**config.mk**
```make
export PLATFORM = sky130hd
export DESIGN_NAME = regwin_ptr
export DESIGN_NICKNAME = d
export VERILOG_FILES = /design/src/rtl/regwin_pkg.sv /design/src/rtl/regwin_ctrl.sv /design/src/rtl/regwin_dp.sv /design/src/rtl/regwin_ptr.sv
export SDC_FILE = /design/constraint.sdc
export NUM_CORES = 1
export LEC_CHECK = 0
export BUFFER_PORTS_ARGS = -buffer_cell sky130_fd_sc_hd__buf_2
export CORE_ASPECT_RATIO = 2
export CORE_MARGIN = 2
export CORE_UTILIZATION = 50
export CTS_CLUSTER_SIZE = 40
export DETAILED_ROUTE_END_ITERATION = 7
export MAX_ROUTING_LAYER = met4
export PLACE_DENSITY = 0.78
export SYNTH_ARGS = -nofsm -noshare
export SYNTH_HDL_FRONTEND = slang
export SYNTH_SLANG_ARGS = --single-unit
```
**constraint.sdc**
```tcl
create_clock -name clk -period 8.2 [get_ports clk]
set_clock_uncertainty 0.15 [all_clocks]
set_input_delay 0 -clock clk [delete_from_list [all_inputs] [get_ports clk]]
set_output_delay 0 -clock clk [all_outputs]
set_load 0.01 [all_outputs]
```
**src/rtl/regwin_pkg.sv**
```systemverilog
package regwin_pkg;
  typedef enum logic [2:0] {
    OP_SAVE    = 3'd0,
    OP_RESTORE = 3'd1,
    OP_RETT    = 3'd2,
    OP_WRSTAT  = 3'd3,
    OP_WRMASK  = 3'd4
  } winOp_e;

  typedef enum logic [1:0] {
    TC_NONE = 2'd0,
    TC_OVF  = 2'd1,
    TC_UNF  = 2'd2,
    TC_ILL  = 2'd3
  } trapCause_e;

  // strobes from control to datapath, at most one set per cycle
  typedef struct packed {
    logic moveDn;
    logic moveUp;
    logic rettDo;
    logic loadStat;
    logic loadMask;
  } winStrb_t;

  // status word layout
  localparam int ST_ET  = 5;
  localparam int ST_PS  = 6;
  localparam int ST_S   = 7;
  localparam int ST_PIL = 8;
  localparam int ST_EF  = 12;
endpackage

```
**src/rtl/regwin_ctrl.sv**
```systemverilog
module regwin_ctrl
  import regwin_pkg::*;
#(
  parameter int NWIN = 8,
  localparam int CW = $clog2(NWIN)
) (
  input  logic            clk,
  input  logic            rst_n,
  input  logic            cmdValid,
  input  logic [2:0]      cmdOp,
  input  logic [4:0]      cwpField,
  input  logic [CW-1:0]   cwpIn,
  input  logic [CW-1:0]   cwpUp,
  input  logic [CW-1:0]   cwpDn,
  input  logic [NWIN-1:0] wim,
  input  logic            trapEn,
  output winStrb_t        strb,
  output logic            trapPulse,
  output logic [1:0]      trapCause
);
  localparam logic [5:0] NWIN6 = 6'(NWIN);

  trapCause_e causeNxt;

  always_comb begin
    strb     = '0;
    causeNxt = TC_NONE;
    if (cmdValid) begin
      case (winOp_e'(cmdOp))
        OP_SAVE:    if (wim[cwpDn]) causeNxt = TC_OVF; else strb.moveDn = 1'b1;
        OP_RESTORE: if (wim[cwpUp]) causeNxt = TC_UNF; else strb.moveUp = 1'b1;
        OP_RETT: begin
          if (trapEn)           causeNxt = TC_ILL;
          else if (wim[cwpUp])  causeNxt = TC_UNF;
          else                  strb.rettDo = 1'b1;
        end
        OP_WRSTAT:  if ({1'b0, cwpField} >= NWIN6) causeNxt = TC_ILL; else strb.loadStat = 1'b1;
        OP_WRMASK:  strb.loadMask = 1'b1;
        default: ;
      endcase
    end
  end

  always_ff @(posedge clk) begin
    if (!rst_n) begin
      trapPulse <= 1'b0;
      trapCause <= TC_NONE;
    end else begin
      trapPulse <= (causeNxt != TC_NONE);
      trapCause <= causeNxt;
    end
  end


  one_strobe_chk: assert property (@(posedge clk) disable iff (!rst_n)
    $onehot0(strb));


  trap_freezes_cwp_chk: assert property (@(posedge clk) disable iff (!rst_n)
    trapPulse |-> $stable(cwpIn));


  no_cause_idle_chk: assert property (@(posedge clk) disable iff (!rst_n)
    !trapPulse |-> (trapCause == TC_NONE));


  rett_illegal_chk: assert property (@(posedge clk) disable iff (!rst_n)
    (cmdValid && cmdOp == OP_RETT && trapEn) |=> (trapPulse && trapCause == TC_ILL));
endmodule

```
**src/rtl/regwin_dp.sv**
```systemverilog
module regwin_dp
  import regwin_pkg::*;
#(
  parameter int NWIN = 8,
  localparam int CW = $clog2(NWIN)
) (
  input  logic            clk,
  input  logic            rst_n,
  input  winStrb_t        strb,
  input  logic [CW-1:0]   statCwp,
  input  logic            statEt,
  input  logic            statPs,
  input  logic            statS,
  input  logic            statEf,
  input  logic [3:0]      statPil,
  input  logic [NWIN-1:0] maskIn,
  output logic [CW-1:0]   cwp,
  output logic [NWIN-1:0] wim,
  output logic            sup,
  output logic            prevSup,
  output logic            trapEn,
  output logic            fpEn,
  output logic [3:0]      pil,
  output logic [CW-1:0]   cwpUp,
  output logic [CW-1:0]   cwpDn
);
  localparam logic [CW-1:0] TOPWIN = CW'(NWIN - 1);

  always_comb begin
    cwpUp = (cwp == TOPWIN) ? '0 : cwp + 1'b1;
    cwpDn = (cwp == '0) ? TOPWIN : cwp - 1'b1;
  end

  always_ff @(posedge clk) begin
    if (!rst_n) begin
      cwp     <= '0;
      wim     <= '0;
      sup     <= 1'b1;
      prevSup <= 1'b0;
      trapEn  <= 1'b0;
      fpEn    <= 1'b0;
      pil     <= '0;
    end else begin
      if (strb.moveDn) cwp <= cwpDn;
      if (strb.moveUp) cwp <= cwpUp;
      if (strb.rettDo) begin
        cwp    <= cwpUp;
        trapEn <= 1'b1;
        sup    <= prevSup;
      end
      if (strb.loadStat) begin
        cwp     <= statCwp;
        trapEn  <= statEt;
        prevSup <= statPs;
        sup     <= statS;
        fpEn    <= statEf;
        pil     <= statPil;
      end
      if (strb.loadMask) wim <= maskIn;
    end
  end


  cwp_range_chk: assert property (@(posedge clk) disable iff (!rst_n)
    cwp <= TOPWIN);


  rett_sets_et_chk: assert property (@(posedge clk) disable iff (!rst_n)
    strb.rettDo |=> trapEn);


  idle_hold_chk: assert property (@(posedge clk) disable iff (!rst_n)
    (strb == '0) |=> ($stable(cwp) && $stable(wim) && $stable(trapEn) && $stable(sup)));
endmodule

```
**src/rtl/regwin_ptr.sv**
```systemverilog
module regwin_ptr
  import regwin_pkg::*;
#(
  parameter int NWIN = 8,
  localparam int CW = $clog2(NWIN),
  localparam int DW = (NWIN > 13) ? NWIN : 13
) (
  input  logic            clk,
  input  logic            rst_n,
  input  logic            cmdValid,
  input  logic [2:0]      cmdOp,
  input  logic [DW-1:0]   cmdData,
  output logic [CW-1:0]   cwpOut,
  output logic [NWIN-1:0] wimOut,
  output logic            supOut,
  output logic            prevSupOut,
  output logic            trapEnOut,
  output logic            fpEnOut,
  output logic [3:0]      pilOut,
  output logic            trapPulse,
  output logic [1:0]      trapCause
);
  winStrb_t      strb;
  logic [CW-1:0] cwpUp;
  logic [CW-1:0] cwpDn;

  regwin_ctrl #(.NWIN(NWIN)) u_ctrl (
    .clk(clk), .rst_n(rst_n), .cmdValid(cmdValid), .cmdOp(cmdOp),
    .cwpField(cmdData[4:0]), .cwpIn(cwpOut), .cwpUp(cwpUp), .cwpDn(cwpDn),
    .wim(wimOut), .trapEn(trapEnOut), .strb(strb),
    .trapPulse(trapPulse), .trapCause(trapCause)
  );

  regwin_dp #(.NWIN(NWIN)) u_dp (
    .clk(clk), .rst_n(rst_n), .strb(strb),
    .statCwp(cmdData[CW-1:0]), .statEt(cmdData[ST_ET]), .statPs(cmdData[ST_PS]),
    .statS(cmdData[ST_S]), .statEf(cmdData[ST_EF]), .statPil(cmdData[ST_PIL +: 4]),
    .maskIn(cmdData[NWIN-1:0]),
    .cwp(cwpOut), .wim(wimOut), .sup(supOut), .prevSup(prevSupOut),
    .trapEn(trapEnOut), .fpEn(fpEnOut), .pil(pilOut),
    .cwpUp(cwpUp), .cwpDn(cwpDn)
  );
endmodule

```
Word level (Yosys, flattened, before mapping)

Cells that the tools add are included.

Add/subtract/negate cells: 2
Multiplexer cells: 30
Eq/ne operators: 5
$lt $le $gt $ge: 3
Reduce and logical (&&, ||, !) cells: 5

Operators with widths:

| cell                                                                                | number |
|---|---|
| 3-bit two-way mux                                                                   | 6 |
| 1-bit two-way mux                                                                   | 16 |
| 3-bit by 4-bit < comparator with 1-bit output, second input constant                | 2 |
| 2-bit two-way mux                                                                   | 4 |
| 2-bit case mux with 4 select lines                                                  | 1 |
| 1-bit binary-select mux with 3-bit select                                           | 2 |
| 3-bit by 2-bit == test with 1-bit output, second input constant                     | 2 |
| 3-bit == test, second input constant                                                | 2 |
| 3-bit zero test                                                                     | 2 |
| 5-bit by 4-bit greater-or-equal comparator with 1-bit output, second input constant | 1 |
| 5-bit two-way mux                                                                   | 1 |
| 2-bit nonzero test                                                                  | 2 |
| 4-bit nonzero test                                                                  | 1 |
| 3-bit by 1-bit adder with 3-bit output, second input constant                       | 1 |
| 3-bit by 1-bit == test with 1-bit output, second input constant                     | 1 |
| 3-bit by 1-bit subtractor with 3-bit output, second input constant                  | 1 |

Word-level logic and storage cells: 54
Register bits after elaboration: 22
Output and inout port bits: 22
Bits of input ports: 19

Depth between registers and ports, before layout

Word-level depth: 12
Depth in mapped cells: 11
Mapped depth without buffers: 8

Hierarchy

From an unflattened synthesis, not the netlist that was laid out.

Cell total of the unflattened synthesis: 127
Area total of the unflattened synthesis: 1,228.7 um^2

By module, submodules not included:

| module      | instances | cells an instance | area an instance (um^2) | seq. area each (um^2) |
|---|---|---|---|---|
| regwin_dp   | 1         | 90                | 887.1                   | 380.4 |
| regwin_ctrl | 1         | 37                | 341.6                   | 60.1 |

Worst setup path after synthesis

Ideal clock, no wire load.

Path type: reg2reg
From: register u_dp.cwp[0]
To: register u_dp.cwp[0]
Clock period less this slack: 2.672 ns
Setup slack: 5.528 ns
Data required time: 7.928 ns
Stages on the path, launching flop included: 11
Setup time: 0.122 ns
Arrival time: 2.400 ns
Buffers on the path: 2
Cell sequence: dfxtp_1 > buf_6 > inv_2 > ha_1 > buf_6 > and2_1 > a2111oi_2 > a211oi_1 > or3_4 > and2_4 > a311o_1

Cells in the longest elaborated chain, start to end: 10
Elaborated cells on any way between the ends: 22
Classes of those cells: add/sub: 2; eq/ne: 1; mux: 17; reduce/logical: 2

Ends and longest elaborated chain:

| element                                                                 | line                                 | text |
|---|---|---|
| start, declared                                                         | regwin_dp.sv:17                      | `output logic [CW-1:0] cwp,` |
| start signal, assigned                                                  | regwin_dp.sv:44                      | `if (strb.moveDn) cwp <= cwpDn;` |
| start signal, assigned                                                  | regwin_dp.sv:45                      | `if (strb.moveUp) cwp <= cwpUp;` |
| start signal, assigned                                                  | regwin_dp.sv:47                      | `cwp <= cwpUp;` |
| 3-bit by 1-bit adder with 3-bit output or 3-bit == test (tied branches) | regwin_dp.sv:30                      | `cwpUp = (cwp == TOPWIN) ? '0 : cwp + 1'b1;` |
| 3-bit two-way mux                                                       | regwin_dp.sv:30                      |  |
| 1-bit binary-select mux with 3-bit select                               | regwin_ctrl.sv:31, regwin_ctrl.sv:34 |  |
| 1-bit two-way mux (not written as such)                                 | regwin_ctrl.sv:31, regwin_ctrl.sv:34 |  |
| 1-bit two-way mux                                                       | regwin_ctrl.sv:31, regwin_ctrl.sv:34 |  |
| 1-bit two-way mux (on tied branches)                                    | regwin_ctrl.sv:29, regwin_ctrl.sv:33 |  |
| 5-bit two-way mux or 1-bit two-way mux (tied branches)                  | regwin_ctrl.sv:28, regwin_ctrl.sv:29 |  |
| 3-bit two-way mux or 5-bit two-way mux (tied branches)                  | regwin_dp.sv:45, regwin_ctrl.sv:28   |  |
| 3-bit two-way mux                                                       | regwin_dp.sv:46                      | `if (strb.rettDo) begin` |
| 3-bit two-way mux                                                       | regwin_dp.sv:51                      | `if (strb.loadStat) begin` |

Parallel ways exist; a longest one is shown, timed or not. The select of a mux whose other input is x is not followed.
A chain may end at the register's enable or synchronous reset.

Worst setup path after layout

Ends and elaborated chain as after synthesis.

==> impl_metrics.ini <==
[outcome]
run_status = finished clean

[floorplan]
die-height_um = 76.46
design.die.area_um2 = 3076
design.portCount = 41
die_w_um = 40.23
placement_rows = 26
initial_utilization_pct = 51.73
fp.coreArea_um2 = 2537

[setup_path]
timing.critical_path.fanout_max = 11
setup.worst_path.class = reg -> reg
timing.reg2reg.setup_slack_ns = 4.89
worst_path_largest_cell_delay_ns = 0.63
path_cells = inv_2, ha_1, inv_1, a2111oi_0, or4_1, a21oi_4, and2_4, a311o_1
critical_path_arrival_ns = 3.31
critical_path.n_buffers_inverters = 2
timing.critical_path.slowest_stage_cell = a2111oi_0
worstSetupEndpointType = flop
timing.critical_path.max_delay_family = compound AO/OA/AOI/OAI gates
crit_required_ns = 8.20
start_kind = flop

[sta]
setup_viol_count_final = 0
final.hold.worst_slack_ns = 0.01483
report.final.hold_viol_count = 0
report.final.slew_viol_count = 0
tightest_slew_ns = 0.6849
max_freq_mhz = 302.1
rsz0062_at_grt = no
worst_setup_slack_after_layout_ns = 4.890
setup_tns_ns = 0
post-route-period-util_pct = 40.37
fin_crit_ns = 3.310
slew-limit-headroom_pct = 53.16

[detailed_routing]
drt-wirelength-per-cell_um = 16.36
route.final.wire_length_um = 3729
initialDrtViolationCount = 59
drt_pre_antenna_iters = 4
ant_nets = 0
route.vias.total = 1333
post-route-drc-count = 0
detail_route.vias_per_cell = 5.846

[synthesis]
synth.distinct_cells = 43
synth_nets = 172
synth.yosys.warnings = 0
postSynthRegisterBits = 22
synth_area_um2 = 1313
avgSynthCellArea_um2 = 8.809
netlist_instances = 149
seq_area_frac_synth_pct = 33.56

[layout]
layout.nets = 224
diodes = 0
area_delta_synth_final_pct = 31.74
most_frequent_standard_cell_in_the_layout_excluding_fill_and_tap_cells = buf_2
finish.instance_area_um2 = 1729
post_route_cells_drive_above_1_share_pct = 25.50
multiInputGateArea_um2 = 785.8
layout_common_cells = 40 x buf_2, 22 x dfxtp_1, 17 x nand2_1, 17 x dlygate4sd3_1, 14 x nor2b_1
finalNonFillerCells = 228
n_fill_cell = 213
layout.area.seq_um2 = 440.4
post-route-util_pct = 68.15

[pwr]
design_power_total_uw = 278.8
power_per_cell_area_nw_per_um2 = 161.2
p_leak_nw = 0.7587
worst_ir_drop_vdd_uv = 174.2

[placement]
dpl-instance-area_um2 = 1488
buffer_ports.inserted = 40
gpl.final_weighted_congestion = 0.9542
dp.final_hpwl_um = 2635
pre_cts_ws_ns = 5.196
placed_cells_incl_taps = 207

[cts]
cts_resized = 0
postCtsHoldBufs = 17
tritoncts_clock_tree = yes
post_cts_setup_driven_buffer_insertion_count = 0
clock_insertion_delay_worst_skew_ns = 0.26
tritoncts.num_buffers = 3
clk_path_buf_depth = 2
h-tree-depth = 1
cts_root_buffer = clkbuf_8
clkSinkCount = 22
path_clk_slew_ns = 0.08

[global_routing]
grt_first_pass_wirelength_um = 5961
grt_start_max_net_pins = 26
antenna_violations_before_repair = 0
grt-ovfl-total = 0
number_of_global_route_vias_before_repair = 1330
gr-usage-all-layers_pct = 27.65

[hold_path]
min-delay-path-class = in -> reg

[run]
maxCapViolations = 0
-- state kept, by name (all words and copies together) (netlist names) --
register and count:
u_ctrl.trapCause 2, u_ctrl.trapPulse 1, u_dp.cwp 3, u_dp.fpEn 1, u_dp.pil 4, u_dp.prevSup 1, u_dp.sup 1, u_dp.trapEn 1
u_dp.wim 8
-- worst paths after layout --
check                                    to  depth (start not counted)                       from
hold / removal        u_dp.sup$_SDFFE_PN1P_                          2                      rst_n
setup reg to reg   u_dp.cwp[0]$_SDFFE_PN0P_                          8   u_dp.cwp[0]$_SDFFE_PN0P_
hold reg to reg   u_dp.prevSup$_SDFFE_PN0P_                          2  u_dp.prevSup$_SDFFE_PN0P_
setup / recovery   u_dp.cwp[0]$_SDFFE_PN0P_                          8   u_dp.cwp[0]$_SDFFE_PN0P_
-- synth_stat cells, drive strengths merged --
| library cell | number | area (um2) |
|---|---|---|
| nor2b | 14 | 87.58 |
| or4 | 1 | 7.510 |
| and4 | 1 | 8.760 |
| buf | 3 | 33.78 |
| o211ai | 2 | 15.01 |
| or2 | 1 | 6.260 |
| a21oi | 4 | 31.28 |
| clkbuf | 7 | 26.28 |
| a31o | 1 | 8.760 |
| and3 | 3 | 18.77 |
| or3 | 1 | 11.26 |
| dfxtp | 22 | 440.4 |
| o21a | 5 | 37.54 |
| nand2 | 17 | 63.81 |
| nand2b | 1 | 6.260 |
| nor2 | 5 | 26.27 |
| a31oi | 4 | 25.02 |
| a21boi | 7 | 52.55 |
| nand4 | 2 | 12.51 |
| o31ai | 2 | 20.02 |
| nor3 | 1 | 5.000 |
| and2 | 2 | 15.02 |
| mux2i | 12 | 120.1 |
| nand3 | 4 | 20.02 |
| o21ai | 4 | 20.01 |
| ha | 4 | 50.05 |
| mux2 | 1 | 11.26 |
| o211a | 1 | 10.01 |
| a211oi | 1 | 7.510 |
| a21o | 2 | 15.01 |
| o221a | 1 | 11.26 |
| inv | 7 | 26.27 |
| a311o | 1 | 10.01 |
| a2111oi | 5 | 51.30 |
-- where the power goes --
part	switching, mW	internal, mW
combinational	0.0335	0.0283
clock	0.0364	0.0652
sequential	0.00503	0.110
total	0.0750	0.204
-- cell type report --
class                   count  area share [%]
clock buffers               3           2.388
flip-flops and latches     22           25.47
clock inverters             1           1.737
repair buffers             57           21.42
multi-input cells         110           45.44
well taps                  28           2.026
inverters                   7           1.520
-- metal layers --
layer	up-vias	GRT usage (%)	share of wire, %
met1	622	27.34	36
met2	60	47.58	55
li1	633	-	-
met5	-	-	0
met3	18	3.499	3.8
met4	0	14.67	5.2
-- logic make-up (layout without fill, tap and decap cells) --
family	count (synthesis)	in the layout	share of synthesized area, %
compound gates	40	40	24.02
mux	13	13	10.01
flops	22	22	33.56
buf+inv	17	68	6.577
simple gates	53	53	22.02
fa+ha+maj	4	4	3.813
Note: power is estimated with default switching activity, not from simulation.
